$ cat config.mk
export PLATFORM = sky130hd
export DESIGN_NAME = ac_in_frame_serializer
export DESIGN_NICKNAME = d
export VERILOG_FILES = /design/src/rtl/ac_in_pkg.sv /design/src/rtl/ac_in_sync_detect.sv /design/src/rtl/ac_in_frame_builder.sv /design/src/rtl/ac_in_frame_serializer.sv
export SDC_FILE = /design/constraint.sdc
export NUM_CORES = 1
export LEC_CHECK = 0
export BUFFER_PORTS_ARGS = -buffer_cell sky130_fd_sc_hd__buf_2
export CAP_MARGIN = 20
export CORE_UTILIZATION = 37
export CTS_CLUSTER_SIZE = 10
export DETAILED_ROUTE_END_ITERATION = 6
export PLACE_DENSITY = 0.62
export SLEW_MARGIN = 10
export SYNTH_ARGS = -nofsm -noshare
export SYNTH_HDL_FRONTEND = slang
export SYNTH_SLANG_ARGS = --single-unit
$ cat constraint.sdc
create_clock -name bit_clk -period 2.4 [get_ports bit_clk]
set_clock_uncertainty 0.15 [all_clocks]
set_input_delay 0.36 -clock bit_clk [delete_from_list [all_inputs] [get_ports bit_clk]]
set_output_delay 0.36 -clock bit_clk [all_outputs]
set_load 0.05 [all_outputs]
$ cat src/rtl/ac_in_pkg.sv
`timescale 1ns/1ps
package ac_in_pkg;
    localparam int TAG_BITS   = 16;
    localparam int SLOT_BITS  = 20;
    localparam int DATA_SLOTS = 12;

    typedef enum logic [1:0] {
        S_WAIT_SYNC = 2'd0,
        S_SHIFT     = 2'd1,
        S_DONE      = 2'd2
    } ser_state_e;
endpackage

$ cat src/rtl/ac_in_sync_detect.sv
`timescale 1ns/1ps
module ac_in_sync_detect (
    input  logic bit_clk,
    input  logic rst_n,
    input  logic sync,
    output logic frame_start
);
    logic samp_now;
    logic samp_prev;

    // SYNC is sampled on the falling edge of the bit clock
    always_ff @(negedge bit_clk or negedge rst_n) begin
        if (!rst_n) begin
            samp_now  <= 1'b0;
            samp_prev <= 1'b0;
        end else begin
            samp_now  <= sync;
            samp_prev <= samp_now;
        end
    end

    // high for exactly one following rising edge per low-to-high change
    assign frame_start = samp_now & ~samp_prev;
endmodule

$ cat src/rtl/ac_in_frame_builder.sv
`timescale 1ns/1ps
module ac_in_frame_builder #(
    parameter int TAG_W     = ac_in_pkg::TAG_BITS,
    parameter int SLOT_W    = ac_in_pkg::SLOT_BITS,
    parameter int NUM_SLOTS = ac_in_pkg::DATA_SLOTS,
    parameter int ADDR_W    = 7,
    parameter int DATA_W    = 16,
    parameter int PCM_W     = 18,
    localparam int FRAME_W  = TAG_W + NUM_SLOTS * SLOT_W
) (
    input  logic              codec_ready,
    input  logic              rd_valid,
    input  logic [ADDR_W-1:0] rd_addr,
    input  logic [DATA_W-1:0] rd_data,
    input  logic              l_valid,
    input  logic [PCM_W-1:0]  left,
    input  logic              r_valid,
    input  logic [PCM_W-1:0]  right,
    output logic [FRAME_W-1:0] frame
);
    localparam int ADDR_PAD = SLOT_W - 1 - ADDR_W;
    localparam int DATA_PAD = SLOT_W - DATA_W;
    localparam int PCM_PAD  = SLOT_W - PCM_W;

    logic [SLOT_W-1:0] slot_word [NUM_SLOTS];

    // tag slot: bit 0 of the frame is the top bit of the vector
    assign frame[FRAME_W-1 -: TAG_W] =
        {codec_ready, rd_valid, rd_valid, l_valid, r_valid, {(TAG_W-5){1'b0}}};

    for (genvar s = 0; s < NUM_SLOTS; s++) begin : g_slot
        if (s == 0) begin : g_addr
            assign slot_word[s] = rd_valid ? {1'b0, rd_addr, {ADDR_PAD{1'b0}}} : '0;
        end else if (s == 1) begin : g_data
            assign slot_word[s] = rd_valid ? {rd_data, {DATA_PAD{1'b0}}} : '0;
        end else if (s == 2) begin : g_left
            assign slot_word[s] = l_valid ? {left, {PCM_PAD{1'b0}}} : '0;
        end else if (s == 3) begin : g_right
            assign slot_word[s] = r_valid ? {right, {PCM_PAD{1'b0}}} : '0;
        end else begin : g_spare
            assign slot_word[s] = '0;
        end
        assign frame[FRAME_W-1-TAG_W-s*SLOT_W -: SLOT_W] = slot_word[s];
    end
endmodule

$ cat src/rtl/ac_in_frame_serializer.sv
`timescale 1ns/1ps
module ac_in_frame_serializer #(
    parameter int TAG_W     = ac_in_pkg::TAG_BITS,
    parameter int SLOT_W    = ac_in_pkg::SLOT_BITS,
    parameter int NUM_SLOTS = ac_in_pkg::DATA_SLOTS,
    parameter int ADDR_W    = 7,
    parameter int DATA_W    = 16,
    parameter int PCM_W     = 18
) (
    input  logic              bit_clk,
    input  logic              rst_n,
    input  logic              sync,
    input  logic              codec_ready,
    input  logic              rd_valid,
    input  logic [ADDR_W-1:0] rd_addr,
    input  logic [DATA_W-1:0] rd_data,
    input  logic              cap_left_valid,
    input  logic [PCM_W-1:0]  cap_left,
    input  logic              cap_right_valid,
    input  logic [PCM_W-1:0]  cap_right,
    output logic              sdata_in
);
    import ac_in_pkg::*;

    localparam int FRAME_W = TAG_W + NUM_SLOTS * SLOT_W;
    localparam int IDX_W   = $clog2(FRAME_W);
    localparam logic [IDX_W-1:0] LAST_IDX = IDX_W'(FRAME_W - 1);

    logic               frame_start;
    logic [FRAME_W-1:0] frame_bits;
    logic [FRAME_W-1:0] shreg;
    logic [IDX_W-1:0]   bit_idx;
    logic               sdata_q;
    ser_state_e         state_q;
    ser_state_e         state_d;

    ac_in_sync_detect u_sync (
        .bit_clk     (bit_clk),
        .rst_n       (rst_n),
        .sync        (sync),
        .frame_start (frame_start)
    );

    ac_in_frame_builder #(
        .TAG_W     (TAG_W),
        .SLOT_W    (SLOT_W),
        .NUM_SLOTS (NUM_SLOTS),
        .ADDR_W    (ADDR_W),
        .DATA_W    (DATA_W),
        .PCM_W     (PCM_W)
    ) u_build (
        .codec_ready (codec_ready),
        .rd_valid    (rd_valid),
        .rd_addr     (rd_addr),
        .rd_data     (rd_data),
        .l_valid     (cap_left_valid),
        .left        (cap_left),
        .r_valid     (cap_right_valid),
        .right       (cap_right),
        .frame       (frame_bits)
    );

    // state register
    always_ff @(posedge bit_clk or negedge rst_n) begin
        if (!rst_n) state_q <= S_WAIT_SYNC;
        else        state_q <= state_d;
    end

    // next-state logic
    always_comb begin
        state_d = state_q;
        unique case (state_q)
            S_WAIT_SYNC: if (frame_start) state_d = S_SHIFT;
            S_SHIFT: begin
                if (frame_start)             state_d = S_SHIFT;
                else if (bit_idx == LAST_IDX) state_d = S_DONE;
            end
            S_DONE:      if (frame_start) state_d = S_SHIFT;
            default:     state_d = S_WAIT_SYNC;
        endcase
    end

    // output and shift path: bit k goes out on the edge where bit_idx == k
    always_ff @(posedge bit_clk or negedge rst_n) begin
        if (!rst_n) begin
            shreg   <= '0;
            bit_idx <= '0;
            sdata_q <= 1'b0;
        end else if (frame_start) begin
            sdata_q <= frame_bits[FRAME_W-1];
            shreg   <= {frame_bits[FRAME_W-2:0], 1'b0};
            bit_idx <= IDX_W'(1);
        end else begin
            unique case (state_q)
                S_SHIFT: begin
                    sdata_q <= shreg[FRAME_W-1];
                    shreg   <= {shreg[FRAME_W-2:0], 1'b0};
                    bit_idx <= bit_idx + IDX_W'(1);
                end
                default: begin
                    sdata_q <= 1'b0;
                    bit_idx <= '0;
                end
            endcase
        end
    end

    assign sdata_in = sdata_q;
endmodule

==> results of run 1 <==
[path summary, 6_finish.rpt]
path	startpoint	endpoint	cells past startpoint
hold / removal	codec_ready	sdata_in	2
setup reg to reg	u_sync.samp_now	shreg[167]	5
max in group asynchronous	rst_n	u_sync.samp_prev	2
hold reg to reg	u_sync.samp_now	u_sync.samp_prev	1
setup / recovery	u_sync.samp_now	shreg[167]	5
min in group asynchronous	rst_n	shreg[188]	2
[state kept, by name (all words and copies together) (netlist names)]
| name | cells |
|---|---|
| sdata_in | 1 |
| u_sync.samp_now | 1 |
| shreg | 93 |
| bit_idx | 8 |
| state_q | 2 |
| u_sync.samp_prev | 1 |
[report_power, final]
group	switching, W	internal [W]	leakage [nW]	total [W]
Sequential	0.0000995	0.00194	1.40	0.00204
Combinational	0.000252	0.000241	1.11	0.000494
Clock	0.000668	0.000823	0.141	0.00149
Total	0.00102	0.00300	2.66	0.00402
[routing by layer]
layer	share of wire [%]	GRT usage, %
met5	0	0
met4	1.1	6.23
met3	4.4	2.58
met2	47	26.5
met1	47	24.4
[cells by family (layout without fill, tap and decap cells)]
kind of cell	Yosys count	in the layout	share of synthesized area, %
simple gates	206	206	20.3
flops	106	106	56.0
compound gates	104	104	16.5
buf+inv	51	120	6.42
xor+xnor	3	3	0.555
fa+ha+maj	1	1	0.264
[final cells by class]
cell class              count  area, µm²
repair buffers            103        856
inverters                   1       3.75
clock buffers              10        229
fillers                  1141       6360
multi-input cells         314       1880
clock inverters             6       73.8
flip-flops and latches    106       2650
well taps                 168        210
[cell usage after synthesis, types with 2 or more instances]
master | number | area, µm²
sky130_fd_sc_hd__nor2_1 | 3 | 11.3
sky130_fd_sc_hd__dfrtp_1 | 104 | 2600
sky130_fd_sc_hd__nand3b_1 | 2 | 15.0
sky130_fd_sc_hd__a21oi_1 | 3 | 15.0
sky130_fd_sc_hd__nor2b_1 | 2 | 12.5
sky130_fd_sc_hd__nand4_1 | 2 | 12.5
sky130_fd_sc_hd__buf_6 | 11 | 124
sky130_fd_sc_hd__xnor2_1 | 2 | 17.5
sky130_fd_sc_hd__or3_1 | 2 | 12.5
sky130_fd_sc_hd__buf_4 | 2 | 15.0
sky130_fd_sc_hd__and2_1 | 2 | 12.5
sky130_fd_sc_hd__dfrtn_1 | 2 | 50.1
sky130_fd_sc_hd__buf_2 | 17 | 85.1
sky130_fd_sc_hd__nor3_1 | 62 | 310
sky130_fd_sc_hd__a22o_1 | 31 | 272
sky130_fd_sc_hd__clkbuf_1 | 19 | 71.3
sky130_fd_sc_hd__o31ai_1 | 2 | 15.0
sky130_fd_sc_hd__o21ai_0 | 3 | 15.0
sky130_fd_sc_hd__nand3_1 | 61 | 305
sky130_fd_sc_hd__a31oi_1 | 54 | 338
sky130_fd_sc_hd__nand2_1 | 67 | 251
sky130_fd_sc_hd__a31oi_2 | 8 | 100
[worst reg2reg max path: cells and delay by family (launching register included)]
family / cells / cell delay (ns)
DFF: 1 / 0.41
buffers and inverters: 2 / 0.33
and+or+nand+nor: 2 / 0.31
AOI/OAI and AO/OA: 1 / 0.20
[through the flow]
| stage | instances | instance area, µm² |
|---|---|---|
| global placement | 686 | 5350 |
| detailed placement | 686 | 5350 |
| global route | 708 | 5900 |
| finish | 708 | 5900 |
| CTS | 705 | 5760 |
| floorplan | 471 | 4770 |
[repair_timing]
action	4_1_cts	5_1_grt
endpoints found under the hold margin	13	0
setup buffers	1	0
gates resized for setup	17	16
hold buffers	1	0
cloned	1	3
endpoints found under the setup margin	104	104
pin swaps	18	21
==> impl.org, run 1 <==
** CTS
- Clock-pin slew was measured on the worst setup and hold paths at 0.07 ns.
- The later pin in the worst-skew pair is clocked with a latency of 0.34 ns.
- The clock passes through at most 2 buffers.
- H-tree depth :: 3
- Number of buffers created by CTS :: 9
- TritonCTS built the clock tree.
- Clock tree synthesis selected as its root buffer the cell sky130_fd_sc_hd__clkbuf_16.
- CTS Sinks :: 106

** Power and ir drop
- Summing internal, switching and leakage power gives 0.00402 W.
- In this run the power density over the cells is 682 nW/µm².
- Across the VDD grid, the largest voltage drop is 0.334 mV.
- Static Leak :: 2.66 nW

** Flow run
- Max-cap viol count :: 0

** Setup path
- Required time of the critical path :: 2.51 ns
- Setup slack on the worst reg-to-reg path comes out at -0.28 ns.
- Kind of critical path :: reg -> reg
- The slowest stage of the critical path belongs to the cell sky130_fd_sc_hd__dfrtn_1.
- Arr. time, crit path :: 2.79 ns
- Cell type group with the largest total delay on the critical path :: flip-flops
- In this design, the stage delay of the slowest critical-path cell is 0.41 ns.
- STA classifies the critical path startpoint as a register.
- Counting both buffers and inverters, the worst setup path holds a total of 2.
- CP endpoint kind :: register
- Traced cell by cell, the critical path runs through nor2b_4, buf_6, buf_12, nand3_1, a31oi_2.
- Largest fanout on the critical path :: 19

** Yosys
- Total nets after synthesis :: 538
- A synthesized cell averages 10.1 µm².
- The mapped netlist covers 4740 µm².
- Among all flip-flop cells after synthesis, the most frequent one is sky130_fd_sc_hd__dfrtp_1.
- Unique cell type count in the Yosys netlist :: 32
- Proportion of synthesized flip-flops having asynchronous set or reset :: 100%
- After synthesis the netlist holds a flip-flop and latch count of 106.
- After synthesis, flip-flops and latches occupy 56.0% of the total area.
- Yosys mapped a number of flops with a built-in enable equal to 0.
- Ys Warns :: 0
- Post-Synthesis Cells :: 471

** Final layout
- Most frequent cells in the layout :: sky130_fd_sc_hd__dfrtp_1, sky130_fd_sc_hd__nand2_1, sky130_fd_sc_hd__buf_2
- Compared with the post-synthesis result, the final layout area differs by 24.5%.
- The repair_antennas step left the layout with diodes totalling 0.
- Share of post-route cells with drive strength above 1 :: 26.5%
- Util after Layout :: 48.1%
- Number of nets in the final layout :: 602
- Leaving out fill and tap cells, the most frequent cell in the layout is sky130_fd_sc_hd__dfrtp_1.

** GRT
- Total grt overflow :: 0
- Entering global routing, the biggest net connects 50 pins.
- Antenna violations before repair :: 0
- First-pass GRT wire length :: 17.9 mm
- Vias in the first global route :: 3673
- For this run, the total global-route usage over all layers was measured as 17.1%.

** Timing
- Setup repair after global routing could not meet its margin everywhere.
- Rel. slew slack :: 59.7%
- For the pin with the worst max-slew slack, the measured transition is 0.604 ns.
- Smallest setup slack after layout :: -0.281 ns
- The final-report max-slew violation count is 0.
- Hold timing on the final database bottoms out at a slack of 0.100 ns.
- Total Negative Setup Slacks :: -22.94 ns
- The total count of hold-check failures in the final report was 0.
- Final setup violation count :: 104

** Hold path
- The worst hold path belongs to the class in -> reg.

** Die
- The floorplan step defined a die boundary enclosing 13300 µm².
- The floorplan has 40 rows.
- The die is 115 µm tall.
- 67 I/O pins were placed.
- Floorplan core area :: 12300 µm²
- Die width :: 115 µm
- For this configuration, the core starts out at a cell density of 38.6%.

** Drt
- In the routed design, unresolved DRC markers number 0.
- Number of detailed-route iterations in the first pass :: 4
- Wire length after detailed routing :: 10.8 mm
- Detailed-route vias per instance :: 5.46
- Number of nets with antenna violations after routing :: 0
- Routed length per instance :: 15.2 µm
- Detailed router's first-iteration violation count :: 172
- Count of vias placed by the detailed router :: 3863

** Run status
- Outcome :: complete, but fails checks
- The final reports fail on setup timing.

** Placed design
- DP Worst Slack :: -0.296 ns
- Dpl hpwl :: 6.93 mm
- Port Buf Inserts :: 66
- Placer Congestion :: 0.771
Power figures use the tool's default switching activity.
==> run 2, diff against run 1 <==
PLACE_DENSITY = not set   (was 0.62)
==> impl.org, run 2 (synthesis results as in run 1) <==
** CTS
- The clock latency reported for the late side of the worst-skew pair is 0.35 ns (about the same).
- Clock tree from TritonCTS :: yes
- CTS Sinks :: 106 (unchanged)
- The buffer levels on the longest clock path was 2 (unchanged).
- The number of H-tree levels was 3 (unchanged).
- The number of CTS-inserted buffers came to 9 (unchanged).
- The root buffer cell chosen for the clock tree is sky130_fd_sc_hd__clkbuf_16.
- The clock input transition at the sequential cells of the worst setup and hold paths came to 0.07 ns (about the same).

** Timing
- The transition time of the tightest slew-check pin is 0.525 ns (-0.0792 ns).
- The total count of hold-check failures in the final report came to 0 (unchanged).
- Final setup violation count :: 104 (unchanged)
- Rel. slew slack :: 64.9% (+5.2 points)
- Pins over their slew limit :: 0 (unchanged)
- Smallest setup slack after layout :: -0.261 ns (+0.0205 ns)
- Unrepaired setup endpoints after global routing :: true

** Hold path
- The worst hold path belongs to the class in -> reg.

** Setup path
- R2R cell count :: 4 (-1)
- CP endpoint kind :: register
- The number of buffers and inverters on the critical path is 1 (-1).
- Critical path launch point :: u_sync.samp_prev
- Origin of the critical flop-to-flop path :: u_sync.samp_prev
- The worst path arrival time came to 2.77 ns (-0.02 ns).
- The peak per-stage delay on the critical path is 0.45 ns (+0.04 ns).
- Cell with the largest stage delay on the worst path :: sky130_fd_sc_hd__dfrtn_1
- The worst setup path is launched from a register.
- Required time of the critical path :: 2.51 ns (about the same)
- The maximum fanout count along the critical path was 39 (+20).
- The critical path depth in cells was 4 (-1).
- Kind of critical path :: reg -> reg
- The critical path goes through nor2b_4, or2_2, buf_12, a31oi_1.
- CP endpoint :: shreg[208]
- The register-to-register setup slack is -0.26 ns (+0.02 ns).
- Capturing point of the worst reg2reg path :: shreg[208]
- Among cell families on the critical path, the largest total delay comes from flip-flops.

** Final layout
- Most flops, register :: shreg
- The fraction of layout instances using a drive strength above 1 is 25.2% (-1.3 points).
- Final instance area :: 5820 µm² (-1.4%)
- Layout area overhead :: 22.8%
- The final standard cell count with taps included and fillers excluded is 700 (-1.1%).
- Commonest non-fill, non-tap cell in the layout :: sky130_fd_sc_hd__dfrtp_1
- Most frequent cells in the layout :: sky130_fd_sc_hd__dfrtp_1, sky130_fd_sc_hd__nand2_1, sky130_fd_sc_hd__buf_2
- Diode insertion count for antenna repair :: 0 (unchanged)
- Number of nets in the final layout :: 594 (-1.3%)
- Number of flip-flops in the largest register :: 93 (unchanged)
- The largest registers in the layout are shreg (93), bit_idx (8), state_q (2).

** Drt
- Number of detailed-route iterations in the first pass :: 4 (unchanged)
- The detailed router's first-iteration violation count was 214 (+24%).
- The number of DRC violations after detailed routing is 0 (unchanged).
- Count of vias placed by the detailed router :: 3846 (-0.44%)
- The detailed-route wire length was 10.8 mm (+0.23%).
- The average detailed-routed wire length per instance came to 15.4 µm (+1.4%).
- Number of nets with antenna violations after routing :: 0 (unchanged)
- Detailed-route vias per instance :: 5.49 (+0.70%)

** GRT
- The global-route wire length before repair was 18.1 mm (+1.5%).
- Total grt overflow :: 0 (unchanged)
- The via count of the first global-routing pass is 3594 (-2.2%).
- Gr usage total :: 17.4% (+0.32 points)
- The initial antenna violation count was 0 (unchanged).
- Maximum number of pins on one net before global-route repair :: 98 (+96%)

** Placed design
- Dpl hpwl :: 6.55 mm (-5.4%)
- Standard cell area after detailed placement :: 5280 µm² (-1.4%)
- Port Buf Inserts :: 66 (unchanged)
- The number of placed instances with taps included was 678 (-1.2%).
- The routability congestion estimate from global placement came to 0.748 (-3.0%).

** Die
- The die height was 115 µm (unchanged).
- The I/O pin count is 67 (unchanged).
- Die width :: 115 µm (unchanged)
- Initial cell density of the core :: 38.6% (unchanged)
- Std-Cell Rows :: 40 (unchanged)
- Die Area :: 13300 µm² (unchanged)
- The placeable core region came to 12300 µm² (unchanged).

** Power and ir drop
- Static Leak :: 2.63 nW (-0.95%)
- Worst IR Drop VDD :: 0.420 mV (+26%)
- The total power per unit cell area is 708 nW/µm² (+3.9%).

** Run status
- The flow ran to the end, but the final reports show violations.
- The checks that failed: setup timing.

** Flow run
- Max-cap viol count :: 0 (unchanged)
run 2: cell type report:
cell class / count / area (µm²)
multi-input cells: 315 / 1870
fillers: 1140 / 6440
inverters: 1 / 3.75
clock buffers: 9 / 225
well taps: 168 / 210
flip-flops and latches: 106 / 2650
repair buffers: 94 / 753
clock inverters: 7 / 108
run 2: per-layer routing:
| metal | vias up | GRT usage (%) | part of all wire, % |
|---|---|---|---|
| li1 | 1828 | - | - |
| met1 | 1914 | 25.2 | 48 |
| met2 | 94 | 26.1 | 46 |
| met3 | 10 | 3.74 | 4.2 |
| met4 | 0 | 5.71 | 1.2 |
| met5 | - | 0 | 0 |
run 2: worst min path at each step:
| stage | slack [ns] | cells past startpoint | startpoint | to |
|---|---|---|---|---|
| 5_1_grt | 0.11 | 2 | codec_ready | sdata_in |
| 4_1_cts | 0.12 | 2 | codec_ready | sdata_in |
| 6_report | 0.12 | 2 | codec_ready | sdata_in |
| 2_1_floorplan | -0.09 | 0 | rst_n | bit_idx[0] |
| 3_5_place_dp | 0.07 | 1 | rst_n | shreg[187] |
| 3_3_place_gp | 0.07 | 1 | rst_n | shreg[187] |
run 2: worst register-to-register path: cells and delay by family, from the launching register on:
| kind | cells | cell delay [ns] |
|---|---|---|
| buffers and inverters | 1 | 0.19 |
| flip-flops | 1 | 0.45 |
| AND/OR/NAND/NOR | 2 | 0.40 |
| AO/OA/AOI/OAI | 1 | 0.19 |
run 2: per-stage QoR:
| stage | total power, W | TNS (ns) | setup WS (ns) | util [%] | hold slack, ns |
|---|---|---|---|---|---|
| global placement | 0.00247 | -19.01 | -0.236 | 43.0 | 0.0734 |
| detailed placement | 0.00249 | -21.08 | -0.272 | 43.0 | 0.0718 |
| CTS | 0.00417 | -22.40 | -0.250 | 47.2 | 0.119 |
| finish | 0.00412 | -22.97 | -0.261 | 47.5 | 0.118 |
| floorplan | 0.00231 | -20.62 | -0.228 | - | -0.0856 |
| global route | 0.00431 | -29.30 | -0.336 | 47.5 | 0.106 |
run 2: report_power, final:
part           total, W  switching (W)  internal (W)
registers       0.00204      0.0000982       0.00194
logic          0.000452       0.000234      0.000218
clock network   0.00163       0.000697      0.000935
run 2: timing repair:
item / CTS / global route
buffers inserted: 1 / 0
pin swaps: 2 / 7
hold buffers: 1 / 0
endpoints found under the hold margin: 7 / 0
setup endpoints to repair: 103 / 104
resized for setup: 15 / 6
cloned: 4 / 0
